$ cat config.mk
export PLATFORM = sky130hd
export DESIGN_NAME = tmr16_top
export DESIGN_NICKNAME = d
export VERILOG_FILES = /design/src/rtl/tmr_pkg.sv /design/src/rtl/tmr_prescaler.sv /design/src/rtl/tmr_counter.sv /design/src/rtl/tmr_flags.sv /design/src/rtl/tmr16_top.sv
export SDC_FILE = /design/constraint.sdc
export NUM_CORES = 1
export LEC_CHECK = 0
export BUFFER_PORTS_ARGS = -buffer_cell sky130_fd_sc_hd__buf_2
export CORE_MARGIN = 2
export CORE_UTILIZATION = 40
export DETAILED_ROUTE_END_ITERATION = 7
export HOLD_SLACK_MARGIN = 0.03
export SYNTH_ARGS = -nofsm -noshare
export SYNTH_HDL_FRONTEND = slang
export SYNTH_SLANG_ARGS = --single-unit
$ cat constraint.sdc
create_clock -name clk -period 3.5 [get_ports clk]
set_input_delay 0.875 -clock clk [delete_from_list [all_inputs] [get_ports clk]]
set_output_delay 0.875 -clock clk [all_outputs]
set_load 0.02 [all_outputs]
$ cat src/rtl/tmr_pkg.sv
`timescale 1ns/1ps
package tmr_pkg;
  localparam int unsigned REG_AW = 8;
  localparam int unsigned REG_DW = 32;

  localparam logic [REG_AW-1:0] A_CTRL = 8'h00;
  localparam logic [REG_AW-1:0] A_CMD  = 8'h04;
  localparam logic [REG_AW-1:0] A_IEN  = 8'h0C;
  localparam logic [REG_AW-1:0] A_FLAG = 8'h10;
  localparam logic [REG_AW-1:0] A_FSET = 8'h14;
  localparam logic [REG_AW-1:0] A_FCLR = 8'h18;
  localparam logic [REG_AW-1:0] A_TOP  = 8'h1C;
  localparam logic [REG_AW-1:0] A_CNT  = 8'h24;

  localparam int unsigned F_PRESC_LSB  = 24;
  localparam int unsigned F_PRESC_W    = 4;
  localparam int unsigned F_CLKSEL_LSB = 16;
  localparam int unsigned F_CLKSEL_W   = 2;
  localparam int unsigned F_ONESHOT    = 4;
  localparam int unsigned F_MODE_LSB   = 0;
  localparam int unsigned F_MODE_W     = 2;

  localparam int unsigned CMD_GO   = 0;
  localparam int unsigned CMD_HALT = 1;

  localparam int unsigned FLAG_W   = 2;
  localparam int unsigned FLAG_OVF = 0;
  localparam int unsigned FLAG_UNF = 1;

  typedef enum logic [F_MODE_W-1:0] {
    MODE_UP   = 2'd0,
    MODE_DOWN = 2'd1,
    MODE_RS2  = 2'd2,
    MODE_RS3  = 2'd3
  } mode_e;

  typedef struct packed {
    logic [F_PRESC_W-1:0]  presc;
    logic [F_CLKSEL_W-1:0] clksel;
    logic                  one_shot;
    mode_e                 mode;
  } ctrl_t;

  function automatic ctrl_t ctrl_unpack(input logic [REG_DW-1:0] w);
    ctrl_t c;
    c.presc    = w[F_PRESC_LSB +: F_PRESC_W];
    c.clksel   = w[F_CLKSEL_LSB +: F_CLKSEL_W];
    c.one_shot = w[F_ONESHOT];
    c.mode     = mode_e'(w[F_MODE_LSB +: F_MODE_W]);
    return c;
  endfunction

  function automatic logic [REG_DW-1:0] ctrl_pack(input ctrl_t c);
    logic [REG_DW-1:0] w;
    w = '0;
    w[F_PRESC_LSB +: F_PRESC_W]   = c.presc;
    w[F_CLKSEL_LSB +: F_CLKSEL_W] = c.clksel;
    w[F_ONESHOT]                  = c.one_shot;
    w[F_MODE_LSB +: F_MODE_W]     = c.mode;
    return w;
  endfunction
endpackage

$ cat src/rtl/tmr_prescaler.sv
`timescale 1ns/1ps
module tmr_prescaler #(
  parameter int unsigned SEL_W = 4,
  parameter int unsigned PS_W  = 15
) (
  input  logic             clk,
  input  logic             rst_n,
  input  logic             run,
  input  logic             restart,
  input  logic [SEL_W-1:0] sel,
  output logic             tick
);
  logic [PS_W-1:0] pcnt_q;

  // Low 'sel' bits set: terminal count is reached when they are all ones.
  function automatic logic [PS_W-1:0] div_mask(input logic [SEL_W-1:0] s);
    logic [PS_W-1:0] m;
    for (int i = 0; i < PS_W; i++) m[i] = (i < int'(s));
    return m;
  endfunction

  always_ff @(posedge clk) begin
    if (!rst_n)       pcnt_q <= '0;
    else if (restart) pcnt_q <= '0;
    else if (run)     pcnt_q <= pcnt_q + 1'b1;
  end

  assign tick = run && !restart && ((pcnt_q | ~div_mask(sel)) == '1);
endmodule

$ cat src/rtl/tmr_counter.sv
`timescale 1ns/1ps
module tmr_counter #(
  parameter int unsigned CNT_W = 16
) (
  input  logic             clk,
  input  logic             rst_n,
  input  logic             step,
  input  logic             down,
  input  logic             one_shot,
  input  logic [CNT_W-1:0] top,
  input  logic             ld_en,
  input  logic [CNT_W-1:0] ld_val,
  output logic [CNT_W-1:0] cnt,
  output logic             ovf_evt,
  output logic             uf_evt
);
  logic [CNT_W-1:0] cnt_q;
  logic             step_ok;

  function automatic logic [CNT_W-1:0] up_next(input logic [CNT_W-1:0] c,
                                               input logic [CNT_W-1:0] t);
    return (c == t) ? '0 : c + 1'b1;
  endfunction

  function automatic logic [CNT_W-1:0] down_next(input logic [CNT_W-1:0] c,
                                                 input logic [CNT_W-1:0] t,
                                                 input logic            os);
    if (c == '0) return os ? '0 : t;
    return c - 1'b1;
  endfunction

  // A software load cancels the step of the same cycle.
  assign step_ok = step && !ld_en;
  assign ovf_evt = step_ok && !down && (cnt_q == top);
  assign uf_evt  = step_ok &&  down && (cnt_q == '0);

  always_ff @(posedge clk) begin
    if (!rst_n)       cnt_q <= '0;
    else if (ld_en)   cnt_q <= ld_val;
    else if (step_ok) cnt_q <= down ? down_next(cnt_q, top, one_shot)
                                    : up_next(cnt_q, top);
  end

  assign cnt = cnt_q;
endmodule

$ cat src/rtl/tmr_flags.sv
`timescale 1ns/1ps
module tmr_flags #(
  parameter int unsigned FW = 2
) (
  input  logic          clk,
  input  logic          rst_n,
  input  logic [FW-1:0] hw_set,
  input  logic [FW-1:0] sw_set,
  input  logic [FW-1:0] sw_clr,
  input  logic [FW-1:0] ien,
  output logic [FW-1:0] flags,
  output logic          irq
);
  logic [FW-1:0] flags_q;

  // Any set source dominates a clear in the same cycle.
  function automatic logic flag_next(input logic cur, input logic hs,
                                     input logic ss, input logic sc);
    return (cur && !sc) || ss || hs;
  endfunction

  for (genvar b = 0; b < FW; b++) begin : g_flag
    always_ff @(posedge clk) begin
      if (!rst_n) flags_q[b] <= 1'b0;
      else        flags_q[b] <= flag_next(flags_q[b], hw_set[b], sw_set[b], sw_clr[b]);
    end
  end

  assign flags = flags_q;
  assign irq   = |(flags_q & ien);
endmodule

$ cat src/rtl/tmr16_top.sv
`timescale 1ns/1ps
module tmr16_top import tmr_pkg::*; #(
  parameter int unsigned CNT_W = 16
) (
  input  logic              clk,
  input  logic              rst_n,
  input  logic              reg_we,
  input  logic [REG_AW-1:0] reg_addr,
  input  logic [REG_DW-1:0] reg_wdata,
  output logic [REG_DW-1:0] reg_rdata,
  output logic              irq
);
  localparam int unsigned PS_W = (1 << F_PRESC_W) - 1;

  ctrl_t             ctrl_q;
  logic [CNT_W-1:0]  top_q;
  logic [FLAG_W-1:0] ien_q;
  logic              running_q;

  logic ctrl_wr, cmd_wr, ien_wr, fset_wr, fclr_wr, top_wr, cnt_wr;
  logic start_cmd, stop_cmd;
  logic tick, ovf_evt, uf_evt, down;
  logic [CNT_W-1:0]  cnt_q;
  logic [FLAG_W-1:0] flags_q, hw_set, sw_set, sw_clr;
  logic              unused_wdata_bits;

  assign ctrl_wr = reg_we && (reg_addr == A_CTRL);
  assign cmd_wr  = reg_we && (reg_addr == A_CMD);
  assign ien_wr  = reg_we && (reg_addr == A_IEN);
  assign fset_wr = reg_we && (reg_addr == A_FSET);
  assign fclr_wr = reg_we && (reg_addr == A_FCLR);
  assign top_wr  = reg_we && (reg_addr == A_TOP);
  assign cnt_wr  = reg_we && (reg_addr == A_CNT);

  assign start_cmd = cmd_wr && reg_wdata[CMD_GO];
  assign stop_cmd  = cmd_wr && reg_wdata[CMD_HALT];
  assign down      = (ctrl_q.mode == MODE_DOWN);

  assign unused_wdata_bits = &{1'b0, reg_wdata};

  always_ff @(posedge clk) begin
    if (!rst_n) begin
      ctrl_q <= '0;
      top_q  <= '1;
      ien_q  <= '0;
    end else begin
      if (ctrl_wr) ctrl_q <= ctrl_unpack(reg_wdata);
      if (top_wr)  top_q  <= reg_wdata[CNT_W-1:0];
      if (ien_wr)  ien_q  <= reg_wdata[FLAG_W-1:0];
    end
  end

  always_ff @(posedge clk) begin
    if (!rst_n)                          running_q <= 1'b0;
    else if (stop_cmd)                   running_q <= 1'b0;
    else if (start_cmd)                  running_q <= 1'b1;
    else if (uf_evt && ctrl_q.one_shot)  running_q <= 1'b0;
  end

  tmr_prescaler #(.SEL_W(F_PRESC_W), .PS_W(PS_W)) i_presc (
    .clk     (clk),
    .rst_n   (rst_n),
    .run     (running_q),
    .restart (start_cmd),
    .sel     (ctrl_q.presc),
    .tick    (tick)
  );

  tmr_counter #(.CNT_W(CNT_W)) i_cnt (
    .clk      (clk),
    .rst_n    (rst_n),
    .step     (tick),
    .down     (down),
    .one_shot (ctrl_q.one_shot),
    .top      (top_q),
    .ld_en    (cnt_wr),
    .ld_val   (reg_wdata[CNT_W-1:0]),
    .cnt      (cnt_q),
    .ovf_evt  (ovf_evt),
    .uf_evt   (uf_evt)
  );

  always_comb begin
    hw_set           = '0;
    hw_set[FLAG_OVF] = ovf_evt;
    hw_set[FLAG_UNF] = uf_evt;
  end

  assign sw_set = fset_wr ? reg_wdata[FLAG_W-1:0] : '0;
  assign sw_clr = fclr_wr ? reg_wdata[FLAG_W-1:0] : '0;

  tmr_flags #(.FW(FLAG_W)) i_flags (
    .clk    (clk),
    .rst_n  (rst_n),
    .hw_set (hw_set),
    .sw_set (sw_set),
    .sw_clr (sw_clr),
    .ien    (ien_q),
    .flags  (flags_q),
    .irq    (irq)
  );

  always_comb begin
    case (reg_addr)
      A_CTRL:  reg_rdata = ctrl_pack(ctrl_q);
      A_IEN:   reg_rdata = REG_DW'(ien_q);
      A_FLAG:  reg_rdata = REG_DW'(flags_q);
      A_TOP:   reg_rdata = REG_DW'(top_q);
      A_CNT:   reg_rdata = REG_DW'(cnt_q);
      default: reg_rdata = '0;
    endcase
  end
endmodule

==> results.tsv, run 1 <==
stage	metric	value	unit
global_routing	grt_usage	21.4	%
layout	final_cell_mix	sky130_fd_sc_hd__nand2_1, sky130_fd_sc_hd__dfxtp_1, sky130_fd_sc_hd__buf_2	
global_routing	grt_pass1_wl	19300	um
clock_network	clk_transition_reported_paths	80	ps
global_routing	grt_max_degree	35	
worst_setup_path	cp.arrival	2410	ps
place	placedInstanceArea	4390	sq um
worst_setup_path	cp.required	2620	ps
drt	drcViolationCount	0	
die	rows	36	
worst_setup_path	crit_path_cell_trace	buf_2, nor4b_1, and3_1, buf_4, a22oi_1, nand3_1, buf_2	
synth	synth-warning-count	0	
synth	ys.flop_type	sky130_fd_sc_hd__dfxtp_1	
global_routing	grt_remaining_overflow	0	
timing	final.period_utilization	93.9	%
layout	n_fill_cell	1005	
synth	synth_edf_count	0	
die	die_w	105	um
clock_network	cts_repair_resize_count	0	
clock_network	clk-insertion-delay-late	350	ps
timing	timing.slew.headroom	45.4	%
place	place.gp.congestion	0.923	
drt	detail_route.iter0.violations	292	
place	dp_hpwl	8210	um
worst_setup_path	crit_end_category	output port	
worst_setup_path	critical_path.max_stage_delay	500	ps
layout	layout-area-overhead-vs-synth	12.4	%
clock_network	cts.path.max_buffers	2	
worst_setup_path	crit_path_top_delay_cell	sky130_fd_sc_hd__nor4b_1	
job	cap_viol_max_count	0	
run_status	run_status	completed	
pwr	power.static_leakage	1.84	nW
synth	syn_avg_cell_area	7.45	sq um
layout	design_area	4600	sq um
worst_setup_path	path_delay_family	simple AND/OR/NAND/NOR gates	
clock_network	ctsHoldBuffers	0	
die	ios	76	
place	portBuffers	55	
die	initial_core_util	41.5	%
worst_setup_path	crit_top_cell	sky130_fd_sc_hd__buf_2	
worst_setup_path	crit_path_max_fanout	16	
layout	proportion_of_layout_cells_with_a_drive_suffix_above_1	16.0	%
timing	clock_skew	18.8	ps
timing	whs	462	ps
drt	avgRoutedWirePerCell	16.3	um
drt	routed_wl	11700	um
layout	antenna-diode-count	0	
place	post-place-cells	704	
clock_network	cts_root_buffer	sky130_fd_sc_hd__clkbuf_8	
clock_network	ctsHtreeMaxLevel	3	
die	floorplan.die.height	105	um
timing	report.final.hold_viol_count	0	
die	core	9860	sq um
clock_network	clock_sink_count	61	
worst_setup_path	startpoint_types	primary input	
timing	minimum_clock_period_after_layout	3290	ps
worst_setup_path	setup.worst_path.class	primary input to output port	
synth	synth_cell_types	59	
layout	post_layout_nonfiller_instances	720	
layout	layout_commonest_cell	sky130_fd_sc_hd__nand2_1	
pwr	ir_worst_vdd	0.234	mV
drt	drt_first_pass_iters	5	
timing	setup_slack	212	ps
synth	syn-instance-count	549	
timing	report.final.setup_viol	0	
timing	final-max-slew-violation-count	0	
worst_hold_path	hp-class	flip-flop to flip-flop	
global_routing	antenna_found_initial	0	
drt	vias	4043	
drt	via_per_inst	5.62	
timing	maxClockFrequency	304	MHz
synth	postSynthRegisterBits	61	
synth	synth_sequential_area_ratio	29.9	%
synth	synth.cell_area	4090	sq um
layout	num-nets-final	629	
place	detailedPlace.worstSlack	229	ps
timing	rsz0062_at_grt	no	
die	die_area	11000	sq um
synth	async_reset_ff_share	0	%
drt	ant_nets	0	
global_routing	first_global_vias	3793	
timing	tns	0	ps
clock_network	number_of_buffers_inserted_during_clock_tree_synthesis	9	
clock_network	post_cts.repair.setup_buffers	0	
timing	tightestPinTransition	811	ps
worst_setup_path	critPathBufInv	3	
pwr	power_per_cell_area	312	nW/um^2
clock_network	cts_tree	built	
## report_power, final
part / internal [mW] / leakage (nW) / total, mW / switching [mW]
clock network: 0.339 / 0.0973 / 0.667 / 0.328
registers: 0.694 / 0.492 / 0.696 / 0.00160
logic: 0.0240 / 1.25 / 0.0730 / 0.0490
total: 1.06 / 1.84 / 1.44 / 0.379
## layer usage
layer  wire, um  GRT usage [%]  share of wire [%]  vias to the layer above
met1       5560           30.4                 47                     1909
met3        680           3.18                5.8                       20
met5          0              0                  0                        -
li1           -              -                  -                     1985
met4        197           7.81                1.7                        0
met2       5290           32.9                 45                      129
## cell families after synthesis
logic type	share of synthesized area, %
mux	0.245
other cells	0.0917
fa+ha+maj	1.22
flops	29.9
simple gates	30.8
buf+inv	7.13
xor+xnor	10.9
compound gates	19.7
## flip-flops by register name (all words and copies together), names as in the netlist
register / cells
running_q: 1
i_cnt.cnt: 16
i_presc.pcnt_q: 15
i_flags.flags: 2
ien_q: 2
ctrl_q: 9
top_q: 16
## worst register-to-register path, stage by stage, from the launching register on
cell	delay (ps)
sky130_fd_sc_hd__dfxtp_1	470
sky130_fd_sc_hd__nor4_2	470
sky130_fd_sc_hd__nand2b_1	190
sky130_fd_sc_hd__or2_1	330
sky130_fd_sc_hd__o21ai_1	210
sky130_fd_sc_hd__buf_4	190
sky130_fd_sc_hd__o221ai_1	120
sky130_fd_sc_hd__nor2b_1	150
sky130_fd_sc_hd__a221o_1	260
## final timing paths
kind                     start       endpoint  slack (ps)  cells past startpoint
hold / removal       ctrl_q[4]      ctrl_q[4]         460                      2
hold reg to reg      ctrl_q[4]      ctrl_q[4]         460                      2
setup reg to reg  i_cnt.cnt[9]  i_cnt.cnt[12]         990                      8
setup / recovery   reg_addr[3]   reg_rdata[1]         210                      7
## cells in the mapped netlist, types with 12 or more instances
cell / instances / area (sq um)
sky130_fd_sc_hd__o21ai_1: 14 / 70.1
sky130_fd_sc_hd__xor2_1: 40 / 350
sky130_fd_sc_hd__nand2_1: 79 / 297
sky130_fd_sc_hd__a21oi_1: 15 / 75.1
sky130_fd_sc_hd__dfxtp_1: 61 / 1220
sky130_fd_sc_hd__buf_4: 12 / 90.1
sky130_fd_sc_hd__nor3_1: 14 / 70.1
sky130_fd_sc_hd__clkbuf_1: 32 / 120
sky130_fd_sc_hd__a22o_1: 14 / 123
sky130_fd_sc_hd__nand3_1: 52 / 260
sky130_fd_sc_hd__nor2_1: 40 / 150
sky130_fd_sc_hd__a22oi_1: 14 / 105
sky130_fd_sc_hd__o21ai_0: 15 / 75.1
## per-stage QoR
step | util (%) | power [mW]
floorplan | - | 0.759
global placement | 44.5 | 0.783
detailed placement | 44.5 | 0.784
CTS | 46.6 | 1.44
global route | 46.6 | 1.48
finish | 46.6 | 1.44
## area by class of cell
| cell class | count | area, sq um | share of cell area (%) |
|---|---|---|---|
| clock inverter | 7 | 80.1 | 1.74 |
| sequential | 61 | 1220 | 26.6 |
| tap | 133 | 166 | 3.62 |
| clock buffer | 9 | 124 | 2.69 |
| multi-input combinational | 436 | 2610 | 56.8 |
| inverter | 6 | 22.5 | 0.490 |
| timing repair buffer | 68 | 373 | 8.11 |
No activity file was read; power rests on OpenSTA's default activity.
==> run 2: changes to the inputs <==
Settings changed: BUFFER_PORTS_ARGS -buffer_cell sky130_fd_sc_hd__buf_2 to not set, DONT_BUFFER_PORTS set to 1.
==> run 2 against run 1 <==
Effect of this change:
- die area stayed put
- final cell count shrank 7.6%
- count of clock-buffer cells in the layout up 1
- via count shrank 5.6%
- first-iteration DRC count fell by 4.1%
- clock skew is 9.6 ps lower
- global-route usage is essentially flat
- clock power down 16%
- critical endpoint unchanged
==> results.tsv, run 2 (same netlist as run 1, synthesis figures left out) <==
stage	metric	value	unit	change
run_status	run_status	completed		
timing	final.period_utilization	89.1	%	-4.8 points
place	dp_hpwl	8220	um	about the same
drt	routed_wl	11600	um	-1.5%
place	post-place-cells	649		-7.8%
layout	design_area	4280	sq um	-6.8%
worst_setup_path	setup.worst_path.class	primary input to output port		
worst_setup_path	cp.required	2620	ps	about the same
worst_setup_path	crit_path_top_delay_cell	sky130_fd_sc_hd__nor4b_1		
worst_setup_path	path_delay_family	simple AND/OR/NAND/NOR gates		
clock_network	post_cts.repair.setup_buffers	0		unchanged
timing	rsz0062_at_grt	no		
clock_network	cts_tree	built		
clock_network	ctsHtreeMaxLevel	3		unchanged
worst_setup_path	critical_path.max_stage_delay	510	ps	about the same
clock_network	cts_repair_resize_count	0		unchanged
drt	avgRoutedWirePerCell	17.4	um	+6.6%
place	portBuffers	0		-100%
die	rows	36		unchanged
pwr	ir_worst_vdd	0.167	mV	-29%
timing	report.final.hold_viol_count	0		unchanged
worst_setup_path	cp.arrival	2240	ps	-170 ps
worst_setup_path	critPathBufInv	1		-2
die	initial_core_util	41.5	%	unchanged
timing	timing.slew.headroom	47.1	%	+1.7 points
global_routing	antenna_found_initial	0		unchanged
layout	antenna-diode-count	0		unchanged
clock_network	cts.path.max_buffers	2		unchanged
die	floorplan.die.height	105	um	unchanged
timing	minimum_clock_period_after_layout	3120	ps	-168 ps
global_routing	grt_usage	21.4	%	about the same
place	place.gp.congestion	0.909		-1.5%
place	placedInstanceArea	4120	sq um	-6.3%
timing	final-max-slew-violation-count	0		unchanged
pwr	power.static_leakage	1.57	nW	-15%
layout	final_cell_mix	sky130_fd_sc_hd__nand2_1, sky130_fd_sc_hd__dfxtp_1, sky130_fd_sc_hd__nand3_1		
worst_setup_path	crit_end_category	output port		
drt	ant_nets	0		unchanged
drt	via_per_inst	5.74		+2.2%
drt	drt_first_pass_iters	7		+2
clock_network	clock_sink_count	61		unchanged
clock_network	clk_transition_reported_paths	80	ps	about the same
pwr	power_per_cell_area	302	nW/um^2	-3.4%
job	cap_viol_max_count	0		unchanged
worst_setup_path	startpoint_types	primary input		
clock_network	ctsHoldBuffers	0		unchanged
global_routing	grt_pass1_wl	18900	um	-2.0%
drt	detail_route.iter0.violations	280		-4.1%
timing	tns	0	ps	unchanged
die	die_area	11000	sq um	unchanged
clock_network	number_of_buffers_inserted_during_clock_tree_synthesis	9		unchanged
die	core	9860	sq um	unchanged
die	die_w	105	um	unchanged
layout	num-nets-final	574		-8.7%
timing	tightestPinTransition	787	ps	-24.8 ps
layout	post_layout_nonfiller_instances	665		-7.6%
drt	vias	3815		-5.6%
timing	maxClockFrequency	321	MHz	+5.4%
global_routing	grt_remaining_overflow	0		unchanged
global_routing	first_global_vias	3561		-6.1%
layout	layout-area-overhead-vs-synth	4.77	%	
die	ios	76		unchanged
timing	clock_skew	9.16	ps	-9.59 ps
layout	proportion_of_layout_cells_with_a_drive_suffix_above_1	7.14	%	-8.9 points
timing	whs	470	ps	+7.77 ps
drt	drcViolationCount	0		unchanged
timing	report.final.setup_viol	0		unchanged
global_routing	grt_max_degree	35		unchanged
worst_setup_path	crit_path_cell_trace	nor4b_1, and3_1, buf_4, a22oi_1, nand3_1		
clock_network	clk-insertion-delay-late	360	ps	about the same
clock_network	cts_root_buffer	sky130_fd_sc_hd__clkbuf_8		
worst_setup_path	crit_path_max_fanout	16		unchanged
layout	layout_commonest_cell	sky130_fd_sc_hd__nand2_1		
pwr	power	1.29	mW	-10%
worst_setup_path	rrSetupSlack	790	ps	-200 ps
worst_hold_path	hp-class	flip-flop to flip-flop		
-- run 2: routing by layer --
layer / up-vias / GRT usage [%] / wire length, um
li1: 1875 / - / -
met1: 1817 / 29.0 / 5350
met2: 107 / 33.0 / 5270
met3: 16 / 5.36 / 727
met4: 0 / 7.52 / 205
met5: - / 0 / 0
-- run 2: report_power, final --
| group | switching [mW] | total (mW) | internal (mW) |
|---|---|---|---|
| sequential | 0.00151 | 0.696 | 0.694 |
| clock | 0.304 | 0.559 | 0.255 |
| combinational | 0.0263 | 0.0373 | 0.0110 |
-- run 2: final timing paths --
| check | end | cells after the start | start |
|---|---|---|---|
| worst max-delay path | reg_rdata[1] | 5 | reg_addr[3] |
| worst min-delay path | ctrl_q[4] | 2 | ctrl_q[4] |
| worst max register to register | i_cnt.cnt[12] | 10 | i_cnt.cnt[0] |
| worst min register to register | ctrl_q[4] | 2 | ctrl_q[4] |
-- run 2: through the flow --
step                      utilization, %  setup WS (ps)
after floorplan                        -            249
after global placement              41.7            412
after detailed placement            41.7            392
after CTS                           43.4            382
after global routing                43.4            224
final                               43.4            381
-- run 2: worst reg2reg max path, delay by kind of cell (launching register included) --
| kind | cells | cell delay [ps] |
|---|---|---|
| and+or+nand+nor | 4 | 850 |
| AOI/OAI and AO/OA | 3 | 780 |
| DFF | 1 | 440 |
| buffers and inverters | 2 | 390 |
| adders and majority gates | 1 | 150 |
-- run 2: cell type report --
type                            instances  area, sq um
Multi-Input combinational cell        436         2610
Tap cell                              133          166
Fill cell                            1016         5580
Clock buffer                           10          128
Timing Repair Buffer                   13         97.6
Inverter                                6         22.5
Sequential cell                        61         1220
Clock inverter                          6         38.8
==> run 3: changes to the inputs <==
Settings changed: BUFFER_PORTS_ARGS set to -buffer_cell sky130_fd_sc_hd__buf_2, DONT_BUFFER_PORTS 1 to not set, SETUP_SLACK_MARGIN set to 0.3.
Clock period 3.5 ns to 3.4 ns, I/O delays scaled along.
==> run 3 against run 2 <==
Effect of this change:
- global-route usage up 0.30 points
- sequential share of layout area down 2.4 points
- design area up 9.0%
- final cell count up 8.3%
- die area unchanged
- worst setup slack better by 3.5 ps
- sequential power up 3%
- critical path type unchanged
- largest cell class unchanged
==> results.tsv, run 3 (same netlist as run 1, synthesis figures left out) <==
stage	metric	value	unit	change
run_status	run_status	completed		
timing	report.final.hold_viol_count	0		unchanged
die	rows	36		unchanged
timing	setup_slack	384	ps	+3.50 ps
pwr	seqPwrFrac	46.7	%	-7.2 points
timing	tns	0	ps	unchanged
pwr	switching_part_of_the_total	23.5	%	-2.2 points
die	die_w	105	um	unchanged
pwr	power.share.combinational	5.0	%	+2.1 points
layout	multi_input_comb_area	2640	sq um	+1.0%
layout	num-nets-final	629		+9.6%
drt	drcViolationCount	0		unchanged
drt	drt_first_pass_iters	5		-2
global_routing	first_global_vias	3713		+4.3%
timing	report.final.setup_viol	0		unchanged
clock_network	post_cts.repair.setup_buffers	0		unchanged
worst_setup_path	crit_path_max_fanout	16		unchanged
place	dp_hpwl	8160	um	-0.69%
clock_network	number_of_buffers_inserted_during_clock_tree_synthesis	9		unchanged
place	place.gp.congestion	0.895		-1.6%
timing	clock_skew	9.60	ps	+0.439 ps
die	ios	76		unchanged
timing	timing.slew.headroom	50.0	%	+2.9 points
layout	n_fill_cell	981		-3.4%
job	cap_viol_max_count	0		unchanged
layout	antenna-diode-count	0		unchanged
die	die_area	11000	sq um	unchanged
global_routing	grt_max_degree	35		unchanged
pwr	ir_worst_vdd	0.200	mV	+20%
clock_network	cts_tree	built		
clock_network	clk-insertion-delay-late	350	ps	about the same
layout	proportion_of_layout_cells_with_a_drive_suffix_above_1	16.9	%	+9.7 points
global_routing	grt_usage	21.7	%	+0.30 points
worst_setup_path	cp.required	2550	ps	-70 ps
pwr	power.share.clock	48.3	%	+5.0 points
timing	tightestPinTransition	743	ps	-43.0 ps
layout	layout_commonest_cell	sky130_fd_sc_hd__nand2_1		
worst_setup_path	startpoint_types	primary input		
drt	ant_nets	0		unchanged
worst_hold_path	hp-class	flip-flop to flip-flop		
layout	layout-area-overhead-vs-synth	14.2	%	
pwr	power.switching	0.360	mW	+8.7%
drt	via_per_inst	5.49		-4.2%
drt	avgRoutedWirePerCell	16.0	um	-7.7%
worst_setup_path	cp.arrival	2170	ps	-70 ps
pwr	power.static_leakage	1.85	nW	+18%
clock_network	cts_root_buffer	sky130_fd_sc_hd__clkbuf_8		
layout	post_layout_nonfiller_instances	720		+8.3%
global_routing	antenna_found_initial	0		unchanged
place	portBuffers	55		+55
clock_network	clock_sink_count	61		unchanged
pwr	power_per_cell_area	329	nW/um^2	+9.0%
timing	minimum_clock_period_after_layout	3020	ps	
clock_network	clk_transition_reported_paths	70	ps	about the same
drt	vias	3956		+3.7%
clock_network	cts.path.max_buffers	2		unchanged
drt	detail_route.iter0.violations	242		-14%
timing	rsz0062_at_grt	no		
drt	routed_wl	11500	um	about the same
global_routing	grt_pass1_wl	19200	um	+1.7%
worst_setup_path	setup.worst_path.class	primary input to output port		
timing	final.period_utilization	88.7	%	
place	detailedPlace.worstSlack	259	ps	-134 ps
layout	register_area	1220	sq um	unchanged
clock_network	ctsHtreeMaxLevel	3		unchanged
place	post-place-cells	704		+8.5%
layout	final_cell_mix	sky130_fd_sc_hd__nand2_1, sky130_fd_sc_hd__dfxtp_1, sky130_fd_sc_hd__buf_2		
die	initial_core_util	41.5	%	unchanged
timing	maxClockFrequency	332	MHz	
timing	final-max-slew-violation-count	0		unchanged
global_routing	grt_remaining_overflow	0		unchanged
worst_setup_path	crit_end_category	output port		
die	core	9860	sq um	unchanged
timing	whs	464	ps	-5.37 ps
pwr	internal_power	1.17	mW	+22%
die	floorplan.die.height	105	um	unchanged
layout	utilization	47.3	%	+3.9 points
[run 3: cell types whose count changed in the layout (fill, tap and decap cells not counted), sizes merged]
cell,delta
buf,+55
clkbuf,+1
bufinv,+2
inv,-1
clkinv,-2
[run 3: through the flow]
stage                     power, mW  area [sq um]
after detailed placement      0.808          4420
after floorplan               0.782          4130
after CTS                      1.55          4660
after global routing           1.58          4670
final                          1.53          4670
after global placement        0.807          4420
[run 3: power groups by stage]
stage               registers [mW]  clock network (mW)  logic (mW)
global route                 0.716               0.784      0.0849
CTS                          0.716               0.753      0.0761
global placement             0.733                   0      0.0744
floorplan                    0.732                   0      0.0497
finish                       0.716               0.741      0.0769
detailed placement           0.733                   0      0.0753
[run 3: per-layer routing]
metal  vias to the layer above  share of wire [%]  GRT usage (%)
met5                         -                  0              0
met4                         0                1.7           8.95
met3                        14                3.8           3.49
met2                        94                 46           33.9
met1                      1850                 48           29.8
li1                       1998                  -              -
[run 3: final cells by class]
type	instances	share of cell area (%)
Clock buffer	11	3.03
Clock inverter	5	1.80
Inverter	6	0.482
Multi-Input combinational cell	436	56.5
Sequential cell	61	26.2
Tap cell	133	3.56
Timing Repair Buffer	68	8.52
[run 3: what timing repair did]
| action | 4_1_cts | 5_1_grt |
|---|---|---|
| pin swaps | 0 | 0 |
| resized for setup | 1 | 4 |
| hold buffers | 0 | 0 |
| setup endpoints to repair | 3 | 12 |
[run 3: path summary, 6_finish.rpt]
path | from | to | slack [ps] | depth (start not counted)
worst max-delay path | reg_addr[3] | reg_rdata[1] | 380 | 7
worst min-delay path | ctrl_q[4] | ctrl_q[4] | 460 | 2
worst max register to register | i_cnt.cnt[2] | i_cnt.cnt[15] | 940 | 7
worst min register to register | ctrl_q[4] | ctrl_q[4] | 460 | 2
[run 3: critical path: stages]
cell and delay, ps:
sky130_fd_sc_hd__buf_2 120, sky130_fd_sc_hd__nor4b_2 370, sky130_fd_sc_hd__and3_1 260, sky130_fd_sc_hd__buf_12 170
sky130_fd_sc_hd__a22oi_1 100, sky130_fd_sc_hd__nand3_1 120, sky130_fd_sc_hd__buf_2 170
